$ cat src/rtl/aflag_pkg.sv
package aflag_pkg;

  localparam int FLAG_CNT = 6;

  // packed msb first: ovf is bit 5, cry is bit 0
  typedef struct packed {
    logic ovf;
    logic sgn;
    logic zer;
    logic aux;
    logic par;
    logic cry;
  } flags_t;

  localparam flags_t FLAGS_CLEAR = '0;

  // width of size class k is 8 << k
  function automatic int size_width(input int k);
    return 8 << k;
  endfunction

endpackage

$ cat src/rtl/aflag_adder.sv
module aflag_adder #(
  parameter int W   = 32,
  parameter int NSZ = 3
) (
  input  logic [W-1:0]   a,
  input  logic [W-1:0]   b,
  input  logic           sub,
  input  logic           cin,
  output logic [W-1:0]   sum,
  output logic [NSZ-1:0] carry_hi,
  output logic [NSZ-1:0] carry_pre,
  output logic           nib_carry
);
  import aflag_pkg::*;

  logic [W-1:0] b_eff;
  logic [W:0]   c;

  assign b_eff = sub ? ~b : b;
  assign c[0]  = sub ? ~cin : cin;

  // ripple structure; synthesis maps it onto carry chains
  for (genvar i = 0; i < W; i++) begin : g_bit
    assign sum[i]   = a[i] ^ b_eff[i] ^ c[i];
    assign c[i+1]   = (a[i] & b_eff[i]) | (c[i] & (a[i] ^ b_eff[i]));
  end

  // tap the carries around the top bit of each operand size
  for (genvar k = 0; k < NSZ; k++) begin : g_tap
    localparam int TW = size_width(k);
    assign carry_hi[k]  = c[TW];
    assign carry_pre[k] = c[TW-1];
  end

  assign nib_carry = c[4];

endmodule

$ cat src/rtl/aflag_eval.sv
module aflag_eval #(
  parameter int W    = 32,
  parameter int NSZ  = 3,
  parameter int SELW = 2
) (
  input  logic [W-1:0]    sum,
  input  logic [NSZ-1:0]  carry_hi,
  input  logic [NSZ-1:0]  carry_pre,
  input  logic            nib_carry,
  input  logic            sub,
  input  logic [SELW-1:0] size_sel,
  output aflag_pkg::flags_t flags
);
  import aflag_pkg::*;

  logic [NSZ-1:0] cf_v, of_v, sf_v, zf_v;
  logic [SELW-1:0] idx;

  for (genvar k = 0; k < NSZ; k++) begin : g_size
    localparam int TW = size_width(k);
    // a borrow is the absence of carry in the inverted-operand sum
    assign cf_v[k] = carry_hi[k] ^ sub;
    // signed overflow: carry into the top bit differs from carry out of it
    assign of_v[k] = carry_hi[k] ^ carry_pre[k];
    assign sf_v[k] = sum[TW-1];
    assign zf_v[k] = ~|sum[TW-1:0];
  end

  always_comb begin
    if (int'(size_sel) >= NSZ) idx = SELW'(NSZ - 1);
    else                       idx = size_sel;
  end

  always_comb begin
    flags     = FLAGS_CLEAR;
    flags.cry = cf_v[idx];
    flags.ovf = of_v[idx];
    flags.sgn = sf_v[idx];
    flags.zer = zf_v[idx];
    flags.aux = nib_carry ^ sub;
    flags.par = ~^sum[7:0];
  end

endmodule

$ cat src/rtl/aflag_reg.sv
module aflag_reg (
  input  logic              clk,
  input  logic              rst,
  input  logic              en,
  input  aflag_pkg::flags_t d,
  output aflag_pkg::flags_t q
);
  import aflag_pkg::*;

  always_ff @(posedge clk) begin
    if (rst)     q <= FLAGS_CLEAR;
    else if (en) q <= d;
  end

endmodule

$ cat src/rtl/arith_flag_unit.sv
module arith_flag_unit #(
  parameter int W    = 32,
  parameter int SELW = 2
) (
  input  logic            clk,
  input  logic            rst,
  input  logic [W-1:0]    opa,
  input  logic [W-1:0]    opb,
  input  logic            op_sub,
  input  logic            carry_in,
  input  logic [SELW-1:0] size_sel,
  input  logic            upd_en,
  output logic [5:0]      flags_q
);
  import aflag_pkg::*;

  localparam int NSZ = $clog2(W / 8) + 1;

  logic [W-1:0]   sum;
  logic [NSZ-1:0] carry_hi, carry_pre;
  logic           nib_carry;
  flags_t         flags_d, flags_r;

  aflag_adder #(.W(W), .NSZ(NSZ)) adder_i (
    .a(opa), .b(opb), .sub(op_sub), .cin(carry_in),
    .sum(sum), .carry_hi(carry_hi), .carry_pre(carry_pre),
    .nib_carry(nib_carry)
  );

  aflag_eval #(.W(W), .NSZ(NSZ), .SELW(SELW)) eval_i (
    .sum(sum), .carry_hi(carry_hi), .carry_pre(carry_pre),
    .nib_carry(nib_carry), .sub(op_sub), .size_sel(size_sel),
    .flags(flags_d)
  );

  aflag_reg reg_i (
    .clk(clk), .rst(rst), .en(upd_en), .d(flags_d), .q(flags_r)
  );

  assign flags_q = flags_r;

endmodule

$ cat config.mk
export PLATFORM = sky130hd
export DESIGN_NAME = arith_flag_unit
export DESIGN_NICKNAME = d
export VERILOG_FILES = /design/src/rtl/aflag_pkg.sv /design/src/rtl/aflag_adder.sv /design/src/rtl/aflag_eval.sv /design/src/rtl/aflag_reg.sv /design/src/rtl/arith_flag_unit.sv
export SDC_FILE = /design/constraint.sdc
export NUM_CORES = 1
export LEC_CHECK = 0
export BUFFER_PORTS_ARGS = -buffer_cell sky130_fd_sc_hd__buf_2
export CAP_MARGIN = 25
export CORE_MARGIN = 10
export CORE_UTILIZATION = 42
export CTS_CLUSTER_SIZE = 16
export DETAILED_ROUTE_END_ITERATION = 8
export HOLD_SLACK_MARGIN = 0.1
export PLACE_DENSITY = 0.74
export SLEW_MARGIN = 25
export SYNTH_ARGS = -nofsm -noshare
export SYNTH_HDL_FRONTEND = slang
export SYNTH_SLANG_ARGS = --single-unit
$ cat constraint.sdc
create_clock -name clk -period 13.6 [get_ports clk]
set_clock_uncertainty 0.05 [all_clocks]
set_input_delay 0.68 -clock clk [delete_from_list [all_inputs] [get_ports clk]]
set_output_delay 0.68 -clock clk [all_outputs]
set_load 0.02 [all_outputs]
======== Word-level counts from Yosys, hierarchy flattened ========
Index checks and enable logic that the tools add are counted.
Widths: inputs -> output; s select.
storage, ports and cells
  bits in registers ....................... 6
  latch bits .............................. 0
  bits in writable memories ............... 0
  bits in read-only memories .............. 0
  input port bits ......................... 71
  output and inout port bits .............. 6
  logic and storage cells ................. 195
  memories ................................ 0
operators by class
  $add $sub $neg .......................... 0
  multipliers ............................. 0
  div/mod/pow operators ................... 0
  order comparisons ....................... 2
  eq/ne operators ......................... 0
  shift operators ......................... 0
  muxes and demuxes ....................... 11
  bitwise logic cells ..................... 169
  reduce and logical (&&, ||, !) cells .... 7
operators with widths
  operator            number
  $xor 1x1->1         71
  $and 1x1->1         64
  $mux 32             1
  $not 32->32         1
  $or 1x1->1          32
  $reduce_or 32->1    1
  $reduce_or 16->1    1
  $bmux 1 s2          4
  $reduce_or 8->1     1
  $reduce_xnor 8->1   1
  $mux 1              5
  $logic_not 1->1     3
  $lt 2x3->1 const B  1
  $ge 2x2->1 const B  1
  $mux 2              1
  $not 1->1           1

======== Depth between registers and ports, before layout ========
Gate-level depths: netlist of the first run.
  depth after elaboration ................. 70
  depth in mapped cells ................... 45
  gate-level depth less buffers ........... 43

======== By module ========
Synthesis of the first run repeated with hierarchy kept, for this count alone.
second synthesis, totals
  cells, all modules ...................... 198
  area, all modules ....................... 1739.2 um^2
modules (own cells, without submodules)
  module       times used  cells an instance  area an instance (um^2)  sequential area each (um^2)
  aflag_adder  1           138                1244.9                   0.0
  aflag_eval   1           41                 280.3                    0.0
  aflag_reg    1           19                 214.0                    120.1

======== Worst setup path before layout of the first run ========
Ideal clock, no wire load.
  kind .................................... input -> register
  from .................................... input op_sub
  to ...................................... register reg_i.q[3] (netlist bit)
  setup time .............................. 0.070 ns
  arrival time ............................ 13.024 ns
  data required time ...................... 13.480 ns
  setup slack ............................. 0.456 ns
  stages .................................. 45
  path buffers ............................ 2
  cells stage by stage .................... buf_2 > buf_2 > xor2_1 > fa_1 > fa_1 > inv_1 > fa_1 > inv_1 > fa_1 > fa_1 > fa_1 > fa_1 > inv_1 > fa_1 > fa_1 > fa_1 > fa_1 > fa_1 > (+9 left out) > fa_1 > fa_1 > fa_1 > fa_1 > fa_1 > fa_1 > fa_1 > inv_1 > fa_1 > inv_1 > fa_1 > inv_1 > fa_1 > fa_1 > nand4b_1 > o41ai_1 > nand4_1 > a21oi_1
on the way
  longest elaborated chain between the ends .. 69
  elaborated cells between the ends (all ways) .. 167
  classes of those cells .................. 4 x mux; 157 x bitwise; 6 x reduce/logical
RTL lines
  element                           RTL line                              RTL
  start, declared                   arith_flag_unit.sv:9                  input logic op_sub,
  $mux 32                           aflag_adder.sv:19                     assign b_eff = sub ? ~b : b;
  $xor 1x1->1                       aflag_adder.sv:24, aflag_adder.sv:25
  $and 1x1->1                       aflag_adder.sv:25                     assign c[i+1] = (a[i] & b_eff[i]) | (c[i] & (a[i] ^ b_eff[i]));
  $or 1x1->1                        aflag_adder.sv:25
  $and 1x1->1                       aflag_adder.sv:25
  $or 1x1->1                        aflag_adder.sv:25
  $and 1x1->1                       aflag_adder.sv:25
  $or 1x1->1                        aflag_adder.sv:25
  (+53 left out)                    -
  $or 1x1->1                        aflag_adder.sv:25
  $and 1x1->1                       aflag_adder.sv:25
  $or 1x1->1                        aflag_adder.sv:25
  $xor 1x1->1                       aflag_adder.sv:24                     assign sum[i] = a[i] ^ b_eff[i] ^ c[i];
  $reduce_or 32->1                  aflag_eval.sv:26                      assign zf_v[k] = ~|sum[TW-1:0];
  $logic_not 1->1                   aflag_eval.sv:26
  $bmux 1 s2 (*)                    aflag_eval.sv:39                      flags.zer = zf_v[idx];
  $mux 1 (not written as such) (*)  aflag_eval.sv:39
  end signal, assigned              aflag_reg.sv:11                       if (rst) q <= FLAGS_CLEAR;
  end signal, assigned              aflag_reg.sv:12                       else if (en) q <= d;
  end, declared                     aflag_reg.sv:6                        output aflag_pkg::flags_t q
Every way passes the cells marked *; elsewhere a longest branch is shown, timed or not. The select of a mux whose other input is x is not followed.
A chain may end at the register's enable or synchronous reset.

======== Worst setup path after layout of the first run ========
Same ends and word-level chain as after synthesis.

==> impl_metrics.py, run 1 <==
metrics = {
    "power_and_ir_drop": {
        "sequentialPowerShare": 0.131,
        "p_int_w": 0.0000961,
        "ir_drop_uv": 28.4,
        "cellPowerDensity_nw_per_um2": 76.5,
        "p_sw_frac": 0.397,
        "power.leakage_nw": 1.02,
        "p_comb_frac": 0.703,
        "p_clk_frac": 0.166,
        "switchingPower_w": 0.0000633,
    },
    "clocking": {
        "path_clk_slew_ns": 0.03,
        "cts_buffers": 3,
        "clk_root_buffer_cell": "clkbuf_8",
        "cts_htree_levels": 1,
        "clock_latency_ns": 0.22,
        "cts_tree": "done",
        "cts_sinks": 6,
        "cts_buffer_depth": 2,
    },
    "yosys": {
        "synth.top_cell.area_share": 0.414,
        "avgSynthCellArea_um2": 9.99,
        "post-synth-top-area-cell": "fa_1",
        "yosys_warnings": 0,
        "synthTopCellsByArea": "fa_1, xnor2_1, inv_1",
        "syn_inst": 155,
        "synth_seq_cells": 6,
        "ys_types": 24,
        "synth_fp_nets": 262,
        "synth_sequential_area_ratio": 0.0775,
        "syn_area_um2": 1550,
    },
    "timing": {
        "max_slew_margin": 0.699,
        "worst_pin_slew_ns": 0.452,
        "maxClockFrequency_mhz": 76.4,
        "min_period_ns": 13.08,
        "finalHoldViolations": 0,
        "setup_viol": 0,
        "finalCritPeriodShare": 0.962,
        "drv_slew": 0,
        "holdWs_ns": 0.407,
    },
    "critical_path": {
        "max_stage_delay_ns": 0.45,
        "critPathRequiredTime_ns": 13.70,
        "crit_top_cell": "fa_1",
        "crit_type": "in -> reg",
        "worstPathMaxFanout": 8,
        "worstPathArrival_ns": 13.18,
        "cpMaxStageDelayCell": "fa_1",
        "cp-start-kind": "primary input",
        "cp-end-kind": "flop",
    },
    "routing": {
        "antenna_left": 0,
        "drtIter0Drc": 29,
        "routed.top_layer": "met4",
        "wl_met3_um": 281,
        "wl_met2_mm": 1.97,
        "route.detailed.drc": 0,
        "wl_met1_mm": 1.36,
        "first_pass_iters": 4,
        "wirelength_mm": 3.70,
        "wl_per_cell_um": 13.2,
        "via_per_inst": 4.49,
        "via_count": 1257,
    },
    "cells_and_area": {
        "largest_reg_flops": 6,
        "fillers": 342,
        "antenna_cells": 0,
        "final-seq-area_um2": 120,
        "areaGrowthSynthToFinish_pct": 34.4,
        "fin_util": 0.577,
        "drive_above_1_share": 0.418,
        "largest-register": "reg_i.q",
        "final_nets": 341,
        "reg_top3": "reg_i.q (6)",
        "multiInputGateArea_um2": 1310,
    },
    "placed_design": {
        "dp_hpwl_mm": 3.35,
        "place.gp.congestion": 0.797,
        "io_buffers": 76,
    },
    "floorplan": {
        "die-area_um2": 6520,
        "die_x_um": 80.7,
        "initial_utilization": 0.430,
        "core_area_um2": 3610,
        "die_h_um": 80.7,
        "pin_count": 77,
        "fp-row-count": 22,
    },
    "grt": {
        "grtUsageTotal": 0.113,
        "grt_pass1_vias": 1368,
        "grt_pass1_wl_mm": 5.88,
        "antenna_found_initial": 0,
        "grt_max_degree": 30,
        "grt_overflow": 0,
    },
    "status": {
        "run_status": "finished, final reports clean",
    },
    "worst_hold_path": {
        "min_path_type": "reg -> reg",
    },
    "job": {
        "max_cap_viol_count": 0,
    },
}
==> worst paths after layout <==
path,end,cells after the start,slack [ns],from
worst max-delay path,reg_i.q[3]$_SDFFE_PP0P_,44,0.52,op_sub
worst min-delay path,reg_i.q[5]$_SDFFE_PP0P_,2,0.41,reg_i.q[5]$_SDFFE_PP0P_
worst max register to register,reg_i.q[0]$_SDFFE_PP0P_,2,12.87,reg_i.q[0]$_SDFFE_PP0P_
worst min register to register,reg_i.q[5]$_SDFFE_PP0P_,2,0.41,reg_i.q[5]$_SDFFE_PP0P_
==> worst max-delay path: cells and delay by family <==
| kind | cells | cell delay, ns |
|---|---|---|
| AO/OA/AOI/OAI | 2 | 0.46 |
| XOR/XNOR | 1 | 0.17 |
| adder cells (fa/ha/maj) | 32 | 10.89 |
| buffers and inverters | 7 | 0.60 |
| AND/OR/NAND/NOR | 2 | 0.38 |
==> synthesized netlist by cell type <==
library cell	number
a211oi_1	3
nand4bb_1	1
nand4b_1	2
nand2_1	1
xor2_1	11
nand2b_1	2
clkbuf_1	1
a21oi_1	3
o311ai_1	1
o22ai_1	1
nor2_1	3
ha_1	4
o41ai_1	1
o211ai_1	1
buf_2	5
and4_1	1
dfxtp_1	6
inv_1	36
nand4_1	5
and2b_2	1
mux2i_1	4
fa_1	32
or4b_1	1
xnor2_1	29
==> power groups by stage <==
stage	sequential (W)	combinational [W]	clock [W]
after floorplan	0.0000240	0.0000756	0
after global placement	0.0000213	0.000105	0
after detailed placement	0.0000212	0.000108	0
after CTS	0.0000210	0.000109	0.0000269
after global routing	0.0000213	0.000130	0.0000279
final	0.0000209	0.000112	0.0000264
==> logic make-up after synthesis <==
family / share of synthesized area
AO/OA/AOI/OAI: 0.0444
XOR/XNOR: 0.226
adder cells (fa/ha/maj): 0.446
buffers and inverters: 0.106
flip-flops: 0.0775
multiplexers: 0.0258
AND/OR/NAND/NOR: 0.0743
==> metal layers <==
| layer | vias up | global-route usage |
|---|---|---|
| li1 | 624 | - |
| met1 | 587 | 0.127 |
| met2 | 37 | 0.190 |
| met3 | 9 | 0.0364 |
| met4 | 0 | 0.0536 |
| met5 | - | 0 |
==> metrics by stage <==
stage          setup slack, ns  total power, W  area (um^2)  cells   TNS, ns
2_1_floorplan            0.456       0.0000996         1550    155         0
3_3_place_gp          -0.00742        0.000126         1970    274  -0.00742
3_5_place_dp            -0.223        0.000130         1970    274    -0.223
4_1_cts                 0.0198        0.000157         2010    277         0
5_1_grt                -0.0211        0.000179         2080    280   -0.0211
6_report                 0.519        0.000159         2080    280         0
==> what timing repair did <==
item                                    4_1_cts  5_1_grt
gates resized for setup                       0       15
buffers inserted                              0        3
endpoints found under the setup margin        0        2
hold buffers                                  0        0
==> placed cells by master, fill, tap and decap left out <==
master	instances
nand2b_1	2
o22ai_1	1
fa_2	10
or4b_1	1
o211ai_1	1
a211oi_1	3
xor2_1	9
fa_1	22
nand4_1	5
xor2_2	2
nand4b_1	2
o41ai_2	1
nor2_1	3
nand2_1	1
xnor2_1	29
buf_2	75
mux2i_1	4
inv_1	36
and2b_2	1
clkbuf_8	3
a21oi_1	3
and4_1	1
nand4bb_1	1
buf_4	5
o311ai_1	1
dfxtp_1	6
ha_1	4
==> cell type report <==
class | instances | area share
clock buffer | 3 | 0.0198
tap | 48 | 0.0288
inverter | 36 | 0.0649
sequential | 6 | 0.0577
multi-input combinational | 107 | 0.630
timing repair buffer | 80 | 0.198
(Power assumes the default switching activity.)
==> run 2: changes to the inputs <==
--- a/config.mk
+++ b/config.mk
@@ -8,11 +8,12 @@
 export BUFFER_PORTS_ARGS = -buffer_cell sky130_fd_sc_hd__buf_2
 export CAP_MARGIN = 25
 export CORE_MARGIN = 10
-export CORE_UTILIZATION = 42
+export CORE_UTILIZATION = 35
 export CTS_CLUSTER_SIZE = 16
 export DETAILED_ROUTE_END_ITERATION = 8
 export HOLD_SLACK_MARGIN = 0.1
-export PLACE_DENSITY = 0.74
+export PLACE_DENSITY = 0.63
+export RECOVER_POWER = 100
 export SLEW_MARGIN = 25
 export SYNTH_ARGS = -nofsm -noshare
 export SYNTH_HDL_FRONTEND = slang
==> impl_metrics.py, run 2 (synthesized netlist as in run 1, its figures left out) <==
metrics = {
    "power_and_ir_drop": {
        "power.leakage_nw": 0.988,
        "cellPowerDensity_nw_per_um2": 76.5,
        "ir_drop_uv": 26.7,
    },
    "cells_and_area": {
        "largest_reg_flops": 6,
        "areaGrowthSynthToFinish_pct": 31.7,
        "drive_above_1_share": 0.357,
        "final_common_cell": "buf_2",
        "reg_top3": "reg_i.q (6)",
        "layoutNonFillerInstCount": 282,
        "final_cell_mix": "buf_2, inv_1, xnor2_1, fa_1, xor2_1",
        "antenna_cells": 0,
        "final_nets": 339,
        "fillers": 454,
        "largest-register": "reg_i.q",
    },
    "clocking": {
        "cts_buffer_depth": 2,
        "ctsHoldBuffers": 0,
        "clock_latency_ns": 0.22,
        "cts_htree_levels": 1,
        "cts_buffers": 3,
        "cts_sinks": 6,
        "cts_tree": "done",
        "path_clk_slew_ns": 0.03,
        "clk_root_buffer_cell": "clkbuf_8",
    },
    "routing": {
        "route.detailed.drc": 0,
        "wirelength_mm": 3.79,
        "first_pass_iters": 4,
        "drtIter0Drc": 46,
        "via_per_inst": 4.44,
        "wl_per_cell_um": 13.5,
        "via_count": 1253,
        "antenna_left": 0,
    },
    "grt": {
        "grt_pass1_wl_mm": 6.47,
        "grt_overflow": 0,
        "antenna_found_initial": 0,
        "grtUsageTotal": 0.104,
        "grt_pass1_vias": 1488,
        "grt_max_degree": 21,
    },
    "floorplan": {
        "die_h_um": 86.5,
        "die_x_um": 86.5,
        "initial_utilization": 0.358,
        "fp-row-count": 24,
        "core_area_um2": 4320,
        "die-area_um2": 7490,
        "pin_count": 77,
    },
    "status": {
        "run_status": "finished, final reports clean",
    },
    "critical_path": {
        "worstPathMaxFanout": 5,
        "cp_top_family": "adder cells",
        "crit_buf_inv": 7,
        "cp-start-kind": "primary input",
        "crit_type": "in -> reg",
        "critPathRequiredTime_ns": 13.70,
        "cp-end-kind": "flop",
        "max_stage_delay_ns": 0.44,
        "crit_top_cell": "fa_1",
        "cpMaxStageDelayCell": "fa_1",
        "worstPathArrival_ns": 13.11,
    },
    "placed_design": {
        "place.gp.congestion": 0.746,
        "place_inst": 279,
        "dp_hpwl_mm": 3.59,
        "io_buffers": 76,
    },
    "timing": {
        "rsz0062_at_grt": "no",
        "min_period_ns": 13.01,
        "worst_pin_slew_ns": 0.304,
        "setup_viol": 0,
        "tns_ns": 0,
        "drv_slew": 0,
        "finalHoldViolations": 0,
        "max_slew_margin": 0.797,
        "finalCritPeriodShare": 0.957,
        "maxClockFrequency_mhz": 76.9,
    },
    "worst_hold_path": {
        "min_path_type": "reg -> reg",
    },
    "job": {
        "max_cap_viol_count": 0,
    },
}
## run 2: worst reg2reg max path: stages (launching register included)
cell      delay (ns)
dfxtp_1         0.32
inv_1           0.04
o311ai_1        0.27
## run 2: what timing repair did
item / in CTS / in global routing
hold endpoints to repair: 0 / 0
endpoints found under the setup margin: 0 / 2
buffers inserted: 0 / 0
gates resized for setup: 0 / 6
## run 2: report_power, final
group          total [W]  internal (W)  switching (W)  leakage, nW
Sequential     0.0000211     0.0000201     0.00000105       0.0495
Combinational   0.000109     0.0000549      0.0000538        0.917
Clock          0.0000262     0.0000190     0.00000722       0.0216
Total           0.000156     0.0000939      0.0000621        0.988
## run 2: path summary, 6_finish.rpt
path                                           endpoint  slack, ns               startpoint  cells past startpoint
worst max-delay path            reg_i.q[3]$_SDFFE_PP0P_       0.59                   op_sub                     44
worst min-delay path            reg_i.q[5]$_SDFFE_PP0P_       0.41  reg_i.q[5]$_SDFFE_PP0P_                      2
worst max register to register  reg_i.q[0]$_SDFFE_PP0P_      12.81  reg_i.q[0]$_SDFFE_PP0P_                      2
worst min register to register  reg_i.q[5]$_SDFFE_PP0P_       0.41  reg_i.q[5]$_SDFFE_PP0P_                      2
## run 2: metal layers
layer,routed length (um),part of all wire,vias to the layer above,global-route usage
met5,0,0,-,0
met4,51,0.013,0,0.0280
met3,264,0.070,6,0.0281
met2,2050,0.54,40,0.187
met1,1430,0.38,586,0.119
li1,-,-,621,-
## run 2: per-stage QoR
step / setup slack [ns] / power, W / hold WS [ns] / utilization / area (um^2)
4_1_cts: 0.228 / 0.000159 / 0.411 / 0.468 / 2020
2_1_floorplan: 0.456 / 0.0000996 / 0.486 / - / 1550
3_3_place_gp: 0.235 / 0.000129 / 0.403 / 0.458 / 1980
6_report: 0.591 / 0.000156 / 0.411 / 0.472 / 2040
5_1_grt: 0.0530 / 0.000176 / 0.430 / 0.472 / 2040
3_5_place_dp: 0.000147 / 0.000131 / 0.404 / 0.458 / 1980
## run 2: cell type report
cell class	instances	area [um^2]	area share
multi-input cells	107	1290	0.633
repair buffers	78	388	0.190
inverters	36	135	0.0663
flip-flops and latches	6	120	0.0589
well taps	52	65.1	0.0319
clock buffers	3	41.3	0.0202
